File: src/rtl/pin_cfg_pkg.sv
package pin_cfg_pkg;
  localparam int unsigned ATTR_W   = 16;
  localparam int unsigned PULL_LSB = 0;
  localparam int unsigned SLOW_BIT = 2;
  localparam int unsigned FILT_BIT = 4;
  localparam int unsigned ODRN_BIT = 5;
  localparam int unsigned HDRV_BIT = 6;
  localparam int unsigned FUNC_LSB = 8;
  localparam int unsigned LOCK_BIT = 15;
  localparam int unsigned FANOUT_W = 16;

  // Bits that hold state; all others are reserved
  function automatic logic [ATTR_W-1:0] keep_mask(input int unsigned mux_w);
    logic [ATTR_W-1:0] m;
    m = '0;
    m[PULL_LSB +: 2] = 2'b11;
    m[SLOW_BIT] = 1'b1;
    m[FILT_BIT] = 1'b1;
    m[ODRN_BIT] = 1'b1;
    m[HDRV_BIT] = 1'b1;
    for (int i = 0; i < 4; i++) if (i < int'(mux_w)) m[FUNC_LSB+i] = 1'b1;
    m[LOCK_BIT] = 1'b1;
    return m;
  endfunction
endpackage

File: src/rtl/pin_cfg_slot.sv
module pin_cfg_slot
  import pin_cfg_pkg::*;
#(
  parameter int unsigned MUX_W = 3
) (
  input  logic              clk,
  input  logic              rst,
  input  logic              load,
  input  logic [ATTR_W-1:0] load_val,
  output logic [ATTR_W-1:0] attr
);
  localparam logic [ATTR_W-1:0] KEEP = keep_mask(MUX_W);

  always_ff @(posedge clk) begin
    if (rst) begin
      attr <= '0;
    end else if (load && !attr[LOCK_BIT]) begin
      attr <= load_val & KEEP;
    end
  end
endmodule

File: src/rtl/pin_cfg_rdmux.sv
module pin_cfg_rdmux
  import pin_cfg_pkg::*;
#(
  parameter int unsigned NUM_PINS = 32,
  parameter int unsigned BUS_AW   = 6
) (
  input  logic                              clk,
  input  logic                              rst,
  input  logic                              rd_en,
  input  logic [BUS_AW-1:0]                 rd_addr,
  input  logic [NUM_PINS-1:0][ATTR_W-1:0]   attrs,
  output logic [31:0]                       rd_data
);
  localparam int unsigned PIN_AW = (NUM_PINS > 1) ? $clog2(NUM_PINS) : 1;

  always_ff @(posedge clk) begin
    if (rst) begin
      rd_data <= '0;
    end else if (rd_en) begin
      if (rd_addr < BUS_AW'(NUM_PINS)) rd_data <= {16'h0000, attrs[rd_addr[PIN_AW-1:0]]};
      else                             rd_data <= '0;
    end
  end
endmodule

File: src/rtl/pin_cfg_bank.sv
module pin_cfg_bank
  import pin_cfg_pkg::*;
#(
  parameter int unsigned NUM_PINS = 32,
  parameter int unsigned MUX_W    = 3,
  parameter int unsigned BUS_AW   = $clog2(NUM_PINS) + 1
) (
  input  logic                      clk,
  input  logic                      rst,
  input  logic                      bus_valid,
  input  logic                      bus_write,
  input  logic [BUS_AW-1:0]         bus_addr,
  input  logic [31:0]               bus_wdata,
  output logic [31:0]               bus_rdata,
  output logic [2*NUM_PINS-1:0]     pad_pull,
  output logic [NUM_PINS-1:0]       pad_slow,
  output logic [NUM_PINS-1:0]       pad_filt,
  output logic [NUM_PINS-1:0]       pad_odrain,
  output logic [NUM_PINS-1:0]       pad_hidrive,
  output logic [MUX_W*NUM_PINS-1:0] pad_func,
  output logic [NUM_PINS-1:0]       pad_lock
);
  localparam logic [BUS_AW-1:0] FAN_LO = BUS_AW'(NUM_PINS);
  localparam logic [BUS_AW-1:0] FAN_HI = BUS_AW'(NUM_PINS + 1);

  logic wr_req, rd_req, sel_lo, sel_hi;
  logic [NUM_PINS-1:0][ATTR_W-1:0] attrs;

  assign wr_req = bus_valid && bus_write;
  assign rd_req = bus_valid && !bus_write;
  assign sel_lo = wr_req && (bus_addr == FAN_LO);
  assign sel_hi = wr_req && (bus_addr == FAN_HI);

  for (genvar p = 0; p < NUM_PINS; p++) begin : g_pin
    logic hit_one, hit_fan;
    assign hit_one = wr_req && (bus_addr == BUS_AW'(p));
    if (p < FANOUT_W) begin : g_lo
      assign hit_fan = sel_lo && bus_wdata[FANOUT_W + p];
    end else begin : g_hi
      assign hit_fan = sel_hi && bus_wdata[p];
    end

    pin_cfg_slot #(.MUX_W(MUX_W)) i_slot (
      .clk      (clk),
      .rst      (rst),
      .load     (hit_one || hit_fan),
      .load_val (bus_wdata[ATTR_W-1:0]),
      .attr     (attrs[p])
    );

    assign pad_pull[2*p +: 2]        = attrs[p][PULL_LSB +: 2];
    assign pad_slow[p]               = attrs[p][SLOW_BIT];
    assign pad_filt[p]               = attrs[p][FILT_BIT];
    assign pad_odrain[p]             = attrs[p][ODRN_BIT];
    assign pad_hidrive[p]            = attrs[p][HDRV_BIT];
    assign pad_func[MUX_W*p +: MUX_W] = attrs[p][FUNC_LSB +: MUX_W];
    assign pad_lock[p]               = attrs[p][LOCK_BIT];
  end

  pin_cfg_rdmux #(.NUM_PINS(NUM_PINS), .BUS_AW(BUS_AW)) i_rdmux (
    .clk     (clk),
    .rst     (rst),
    .rd_en   (rd_req),
    .rd_addr (bus_addr),
    .attrs   (attrs),
    .rd_data (bus_rdata)
  );
endmodule

File: config.mk
export PLATFORM = sky130hd
export DESIGN_NAME = pin_cfg_bank
export DESIGN_NICKNAME = d
export VERILOG_FILES = /design/src/rtl/pin_cfg_pkg.sv /design/src/rtl/pin_cfg_slot.sv /design/src/rtl/pin_cfg_rdmux.sv /design/src/rtl/pin_cfg_bank.sv
export SDC_FILE = /design/constraint.sdc
export NUM_CORES = 1
export LEC_CHECK = 0
export BUFFER_PORTS_ARGS = -buffer_cell sky130_fd_sc_hd__buf_2
export CORE_UTILIZATION = 40
export CTS_BUF_LIST = sky130_fd_sc_hd__clkbuf_2 sky130_fd_sc_hd__clkbuf_4 sky130_fd_sc_hd__clkbuf_8
export CTS_CLUSTER_SIZE = 8
export DETAILED_ROUTE_END_ITERATION = 12
export PLACE_DENSITY_LB_ADDON = 0.12
export SLEW_MARGIN = 15
export SYNTH_ARGS = -nofsm -noshare
export SYNTH_HDL_FRONTEND = slang
export SYNTH_SLANG_ARGS = --single-unit
File: constraint.sdc
create_clock -name clk -period 6.4 [get_ports clk]
set_clock_uncertainty 0.1 [all_clocks]
set_input_delay 1.92 -clock clk [delete_from_list [all_inputs] [get_ports clk]]
set_output_delay 1.92 -clock clk [all_outputs]
set_load 0.1 [all_outputs]
==> impl_metrics.json, run 1 <==
{
  "grt_pass1_wl_um": 83400,
  "antenna_found_initial": 2,
  "crit_fanout": 77,
  "final-setup-viol-count": 0,
  "grt_max_degree": 181,
  "port_buffers": 365,
  "drive_gt1_frac": 0.273,
  "crit_type": "in -> reg",
  "tightest_slew_ps": 1160,
  "power.density_mw_per_mm2": 245,
  "syn-cell-area_mm2": 0.0153,
  "maxCapViolCount": 0,
  "cp.arrival_ps": 4510,
  "wl_um": 58700,
  "p_leak_nw": 7.99,
  "start_util": 0.406,
  "die_x_um": 198,
  "ys_warn_count": 0,
  "n_antenna_cell": 0,
  "synth_cell_types": 36,
  "start_kind": "input port",
  "max_stage_delay_ps": 780,
  "drtPass1Iterations": 8,
  "cts_resized": 0,
  "max-vdd-ir-drop_mv": 0.198,
  "grtUsageTotal": 0.291,
  "netlist_instances": 1614,
  "ctsHoldBuffers": 0,
  "synth_area_per_cell_um2": 9.48,
  "critical_path.cell_chain": "buf_8, nor4b_4, nand3_1, a21oi_1, buf_4, mux2i_1, nor2_1",
  "cp.depth": 7,
  "ys_ff_latch": 330,
  "syn_to_final_growth_pct": 20.3,
  "std_cell_rows": 71,
  "worst-path-buf-inv": 2,
  "r2r_start": "g_pin[4].i_slot.attr[15]$_SDFFE_PP0P_",
  "crit_family": "simple AND/OR/NAND/NOR gates",
  "io_pins": 394,
  "nets": 1967,
  "clk_pin_slew_worst_paths_ps": 60,
  "period_needed_ps": 4110,
  "grt_overflow": 0,
  "postCtsSetupBuffers": 0,
  "dieArea_mm2": 0.0391,
  "cts_tree": "done",
  "numCtsBuffers": 58,
  "clock_latency_ps": 650,
  "synthArstFlopShare": 0,
  "grt_pass1_vias": 12400,
  "rr_worst_depth": 3,
  "cp-endpoint": "g_pin[28].i_slot.attr[8]$_SDFFE_PP0P_",
  "ant_nets": 0,
  "reg2reg_to": "g_pin[4].i_slot.attr[1]$_SDFFE_PP0P_",
  "rsz0062_at_grt": "no",
  "post-route-util": 0.489,
  "seq_area_frac_synth": 0.432,
  "synthFlopType": "dfxtp_1",
  "gp_congestion": 0.866,
  "drcViolationCount": 0,
  "cts.htree.levels": 2,
  "vias_per_cell": 5.43,
  "cts_buffer_depth": 3,
  "clock-sinks": 330,
  "outcome": "completed",
  "end_kind": "flip-flop",
  "synth_edf_count": 0,
  "core_mm2": 0.0377,
  "cp.required_ps": 6800,
  "setup_tns_ps": 0,
  "wl_per_cell_um": 23.7,
  "report.final.slew_viol_count": 0,
  "slew_headroom": 0.226,
  "dp_hpwl_um": 40200,
  "final.period_utilization": 0.643,
  "drt-initial-drc-count": 1198,
  "fmax_mhz": 243,
  "fp.dieH_um": 198,
  "vias": 13400,
  "crit_slowest_cell": "nor4b_4",
  "reg2reg_slack_ps": 4430,
  "hold_viol": 0,
  "crit_start": "bus_addr[0]",
  "cts-root-buf": "clkbuf_8",
  "hold_class": "reg -> reg"
}
==> where the power goes <==
| group | switching [mW] | leakage, nW | total [mW] | internal, mW |
|---|---|---|---|---|
| sequential | 0.00732 | 2.66 | 2.07 | 2.06 |
| clock | 0.897 | 0.629 | 2.01 | 1.11 |
| combinational | 0.350 | 4.71 | 0.439 | 0.0888 |
| total | 1.25 | 7.99 | 4.52 | 3.26 |
==> cell families after synthesis <==
| kind of cell | share of synthesized area |
|---|---|
| AND/OR/NAND/NOR | 0.123 |
| flip-flops | 0.432 |
| multiplexers | 0.281 |
| buffers and inverters | 0.0683 |
| AO/OA/AOI/OAI | 0.0953 |
| other | 0.000245 |
==> worst min path at each step <==
stage          cells past startpoint                             startpoint                               endpoint
2_1_floorplan                      2  g_pin[16].i_slot.attr[0]$_SDFFE_PP0P_  g_pin[16].i_slot.attr[0]$_SDFFE_PP0P_
3_3_place_gp                       1        i_rdmux.rd_data[8]$_SDFFE_PP0P_        i_rdmux.rd_data[8]$_SDFFE_PP0P_
3_5_place_dp                       1       i_rdmux.rd_data[10]$_SDFFE_PP0P_       i_rdmux.rd_data[10]$_SDFFE_PP0P_
4_1_cts                            1       i_rdmux.rd_data[10]$_SDFFE_PP0P_       i_rdmux.rd_data[10]$_SDFFE_PP0P_
5_1_grt                            1        i_rdmux.rd_data[5]$_SDFFE_PP0P_        i_rdmux.rd_data[5]$_SDFFE_PP0P_
6_report                           1        i_rdmux.rd_data[2]$_SDFFE_PP0P_        i_rdmux.rd_data[2]$_SDFFE_PP0P_
==> synth_stat cells, types with 11 or more instances <==
| master | number | share of area |
|---|---|---|
| buf_4 | 73 | 0.036 |
| a21oi_1 | 109 | 0.036 |
| clkbuf_1 | 53 | 0.013 |
| nor4_1 | 11 | 0.0045 |
| nand3_1 | 40 | 0.013 |
| buf_2 | 49 | 0.016 |
| mux2i_1 | 430 | 0.28 |
| a22oi_1 | 80 | 0.039 |
| dfxtp_1 | 330 | 0.43 |
| o21ai_0 | 18 | 0.0059 |
| nand2_1 | 49 | 0.012 |
| nor2_1 | 304 | 0.075 |
==> cell usage in the layout (no fill, tap or decap), types with 4 or more instances in the layout <==
| cell type | instances |
|---|---|
| buf_2 | 363 |
| nand3_2 | 6 |
| a21oi_1 | 109 |
| a22o_1 | 10 |
| dfxtp_1 | 330 |
| nand2_1 | 49 |
| clkbuf_8 | 69 |
| a32oi_1 | 6 |
| buf_4 | 44 |
| nor2b_1 | 4 |
| conb_1 | 22 |
| nor2_1 | 303 |
| nand3_1 | 40 |
| nor3_2 | 4 |
| clkbuf_4 | 25 |
| nor4_1 | 10 |
| o21ai_0 | 18 |
| a22oi_1 | 80 |
| nand2b_1 | 5 |
| mux2i_1 | 430 |
| o21ba_2 | 4 |
==> registers in the layout, indices dropped and copies added, names as in the netlist <==
signal / count
g_pin.i_slot.attr: 320
i_rdmux.rd_data: 10
==> area by class of cell <==
class,count,area [um^2]
fillers,3683,19300
multi-input cells,1122,7790
flip-flops and latches,330,6610
repair buffers,410,2200
clock buffers,94,1140
well taps,511,639
clock inverters,5,33.8
inverters,3,11.3
==> stage by stage <==
stage	hold slack (ps)	setup slack, ps	instance area [um^2]	instances	power, mW
detailed placement	364	1690	17200	2376	2.55
CTS	382	2390	18400	2475	4.55
finish	378	2290	18400	2475	4.52
global placement	358	1730	17200	2376	2.55
floorplan	849	2940	15400	1635	2.45
global route	399	2090	18400	2475	4.67
==> layer usage <==
| layer | part of all wire | track usage |
|---|---|---|
| met5 | 0.00015 | 0 |
| met4 | 0.029 | 0.104 |
| met3 | 0.088 | 0.0748 |
| met2 | 0.44 | 0.432 |
| met1 | 0.45 | 0.405 |
Power figures use the tool's default switching activity.
==> run 2, diff against run 1 <==
- clock period: 6.4 -> 3.49 ns (I/O delays scaled with it)
==> run 2 against run 1 <==
Combinational power up 90%. Final area up 1.7%. Non-clock buffer count up 22. First-iteration DRC count down 9.1%. Wire length up 0.47%. Critical path depth down 6. Register-to-register slack worse by 2800 ps.
==> impl_metrics.json, run 2 (synthesis gave the netlist of run 1 again) <==
{
  "ant_nets": 0,
  "holdPathStages": 1,
  "drive_gt1_frac": 0.282,
  "max_stage_delay_ps": 730,
  "report.final.slew_viol_count": 0,
  "crit_family": "flip-flops",
  "port_buffers": 365,
  "final_common_cell": "mux2i_1",
  "reg2reg_slack_ps": 1670,
  "cp.required_ps": 2340,
  "outcome": "completed",
  "mostFrequentLayoutCells": "430 x mux2i_1, 363 x buf_2, 330 x dfxtp_1, 303 x nor2_1, 109 x a21oi_1",
  "power.density_mw_per_mm2": 444,
  "crit_type": "reg -> out",
  "largest_register_ff_count": 320,
  "final-setup-viol-count": 0,
  "cts-root-buf": "clkbuf_8",
  "top_regs": "g_pin.i_slot.attr x320, i_rdmux.rd_data x10",
  "crit_slowest_cell": "dfxtp_1",
  "drcViolationCount": 0,
  "setup_tns_ps": 0,
  "final.period_utilization": 0.879,
  "cts_resized": 0,
  "grt_overflow": 0,
  "start_kind": "flip-flop",
  "fmax_mhz": 326,
  "hold_class": "reg -> reg",
  "worst-path-buf-inv": 1,
  "gp_congestion": 0.871,
  "largest-register": "g_pin.i_slot.attr",
  "vias_per_cell": 5.41,
  "io_pins": 394,
  "fp.dieH_um": 198,
  "grt_pass1_vias": 12700,
  "holdWs_ps": 384,
  "tightest_slew_ps": 1230,
  "placed_area_mm2": 0.0175,
  "std_cell_rows": 71,
  "r2r_start": "g_pin[29].i_slot.attr[9]$_SDFFE_PP0P_",
  "rsz0062_at_grt": "no",
  "slew_headroom": 0.179,
  "reg2reg_to": "i_rdmux.rd_data[9]$_SDFFE_PP0P_",
  "n_antenna_cell": 0,
  "wl_um": 59000,
  "hold_viol": 0,
  "dp_hpwl_um": 41200,
  "min_from": "i_rdmux.rd_data[6]$_SDFFE_PP0P_",
  "grtUsageTotal": 0.293,
  "cp.arrival_ps": 1920,
  "cts_tree": "done",
  "grt_max_degree": 84,
  "vias": 13500,
  "drtPass1Iterations": 5,
  "total_power_mw": 8.32,
  "start_util": 0.406,
  "dieArea_mm2": 0.0391,
  "grt_pass1_wl_um": 84200,
  "cts.htree.levels": 2,
  "rr_worst_depth": 5,
  "ctsHoldBuffers": 0,
  "critical_path.cell_chain": "buf_2",
  "crit_fanout": 13,
  "hold_end": "i_rdmux.rd_data[6]$_SDFFE_PP0P_",
  "period_needed_ps": 3070,
  "core_mm2": 0.0377,
  "cts_buffer_depth": 3,
  "nets": 1989,
  "antenna_found_initial": 0,
  "fillers": 3714,
  "clk_pin_slew_worst_paths_ps": 60,
  "fin_area_mm2": 0.0187,
  "syn_to_final_growth_pct": 22.3,
  "p_leak_nw": 8.17,
  "postCtsSetupBuffers": 0,
  "post-route-util": 0.497,
  "maxCapViolCount": 0,
  "end_kind": "output port",
  "max-vdd-ir-drop_mv": 0.302,
  "numCtsBuffers": 58,
  "die_x_um": 198,
  "clock-sinks": 330,
  "clock_latency_ps": 650,
  "drt-initial-drc-count": 1089,
  "wl_per_cell_um": 23.6
}
[run 2: cell types whose count changed in the layout (fill, tap and decap cells not counted), sizes merged]
cell,before,now
clkinvlp,1,0
buf,410,432
inv,4,5
clkbuf,94,91
clkinv,3,9
[run 2: metrics by stage]
step	setup slack, ps	cells
after floorplan	898	1635
after global placement	294	2398
after detailed placement	267	2398
after CTS	416	2500
after global routing	378	2500
final	423	2500
[run 2: final cells by class]
cell class / count / area, um^2 / share of cell area
multi-input combinational: 1122 / 7780 / 0.416
sequential: 330 / 6610 / 0.353
timing repair buffer: 432 / 2500 / 0.134
clock buffer: 91 / 1120 / 0.0599
tap: 511 / 639 / 0.0341
clock inverter: 11 / 62.6 / 0.00334
inverter: 3 / 11.3 / 0.000601
[run 2: report_power, final]
group	internal (mW)	switching, mW
combinational	0.188	0.645
clock	2.03	1.66
sequential	3.79	0.0137
total	6.00	2.32
[run 2: worst max path at each step]
stage                                       endpoint  depth (start not counted)                                   start
6_report                                pad_lock[16]                          1  g_pin[16].i_slot.attr[15]$_SDFFE_PP0P_
5_1_grt                                 pad_lock[16]                          1  g_pin[16].i_slot.attr[15]$_SDFFE_PP0P_
3_3_place_gp   g_pin[28].i_slot.attr[9]$_SDFFE_PP0P_                          8                             bus_addr[4]
3_5_place_dp   g_pin[28].i_slot.attr[5]$_SDFFE_PP0P_                          8                             bus_addr[4]
2_1_floorplan  g_pin[19].i_slot.attr[0]$_SDFFE_PP0P_                          8                             bus_addr[2]
4_1_cts                                 pad_lock[16]                          1  g_pin[16].i_slot.attr[15]$_SDFFE_PP0P_
[run 2: worst reg2reg max path, stage by stage (launching register included)]
cell and delay (ps):
dfxtp_1 320, mux2i_1 440, a22oi_1 170, a21oi_1 380, nor4_1 120, a22o_1 220
[run 2: routing by layer]
metal,global-route usage,vias up,part of all wire
li1,-,6259,-
met1,0.408,6602,0.45
met2,0.432,567,0.43
met3,0.0697,104,0.082
met4,0.117,0,0.037
met5,0,-,0
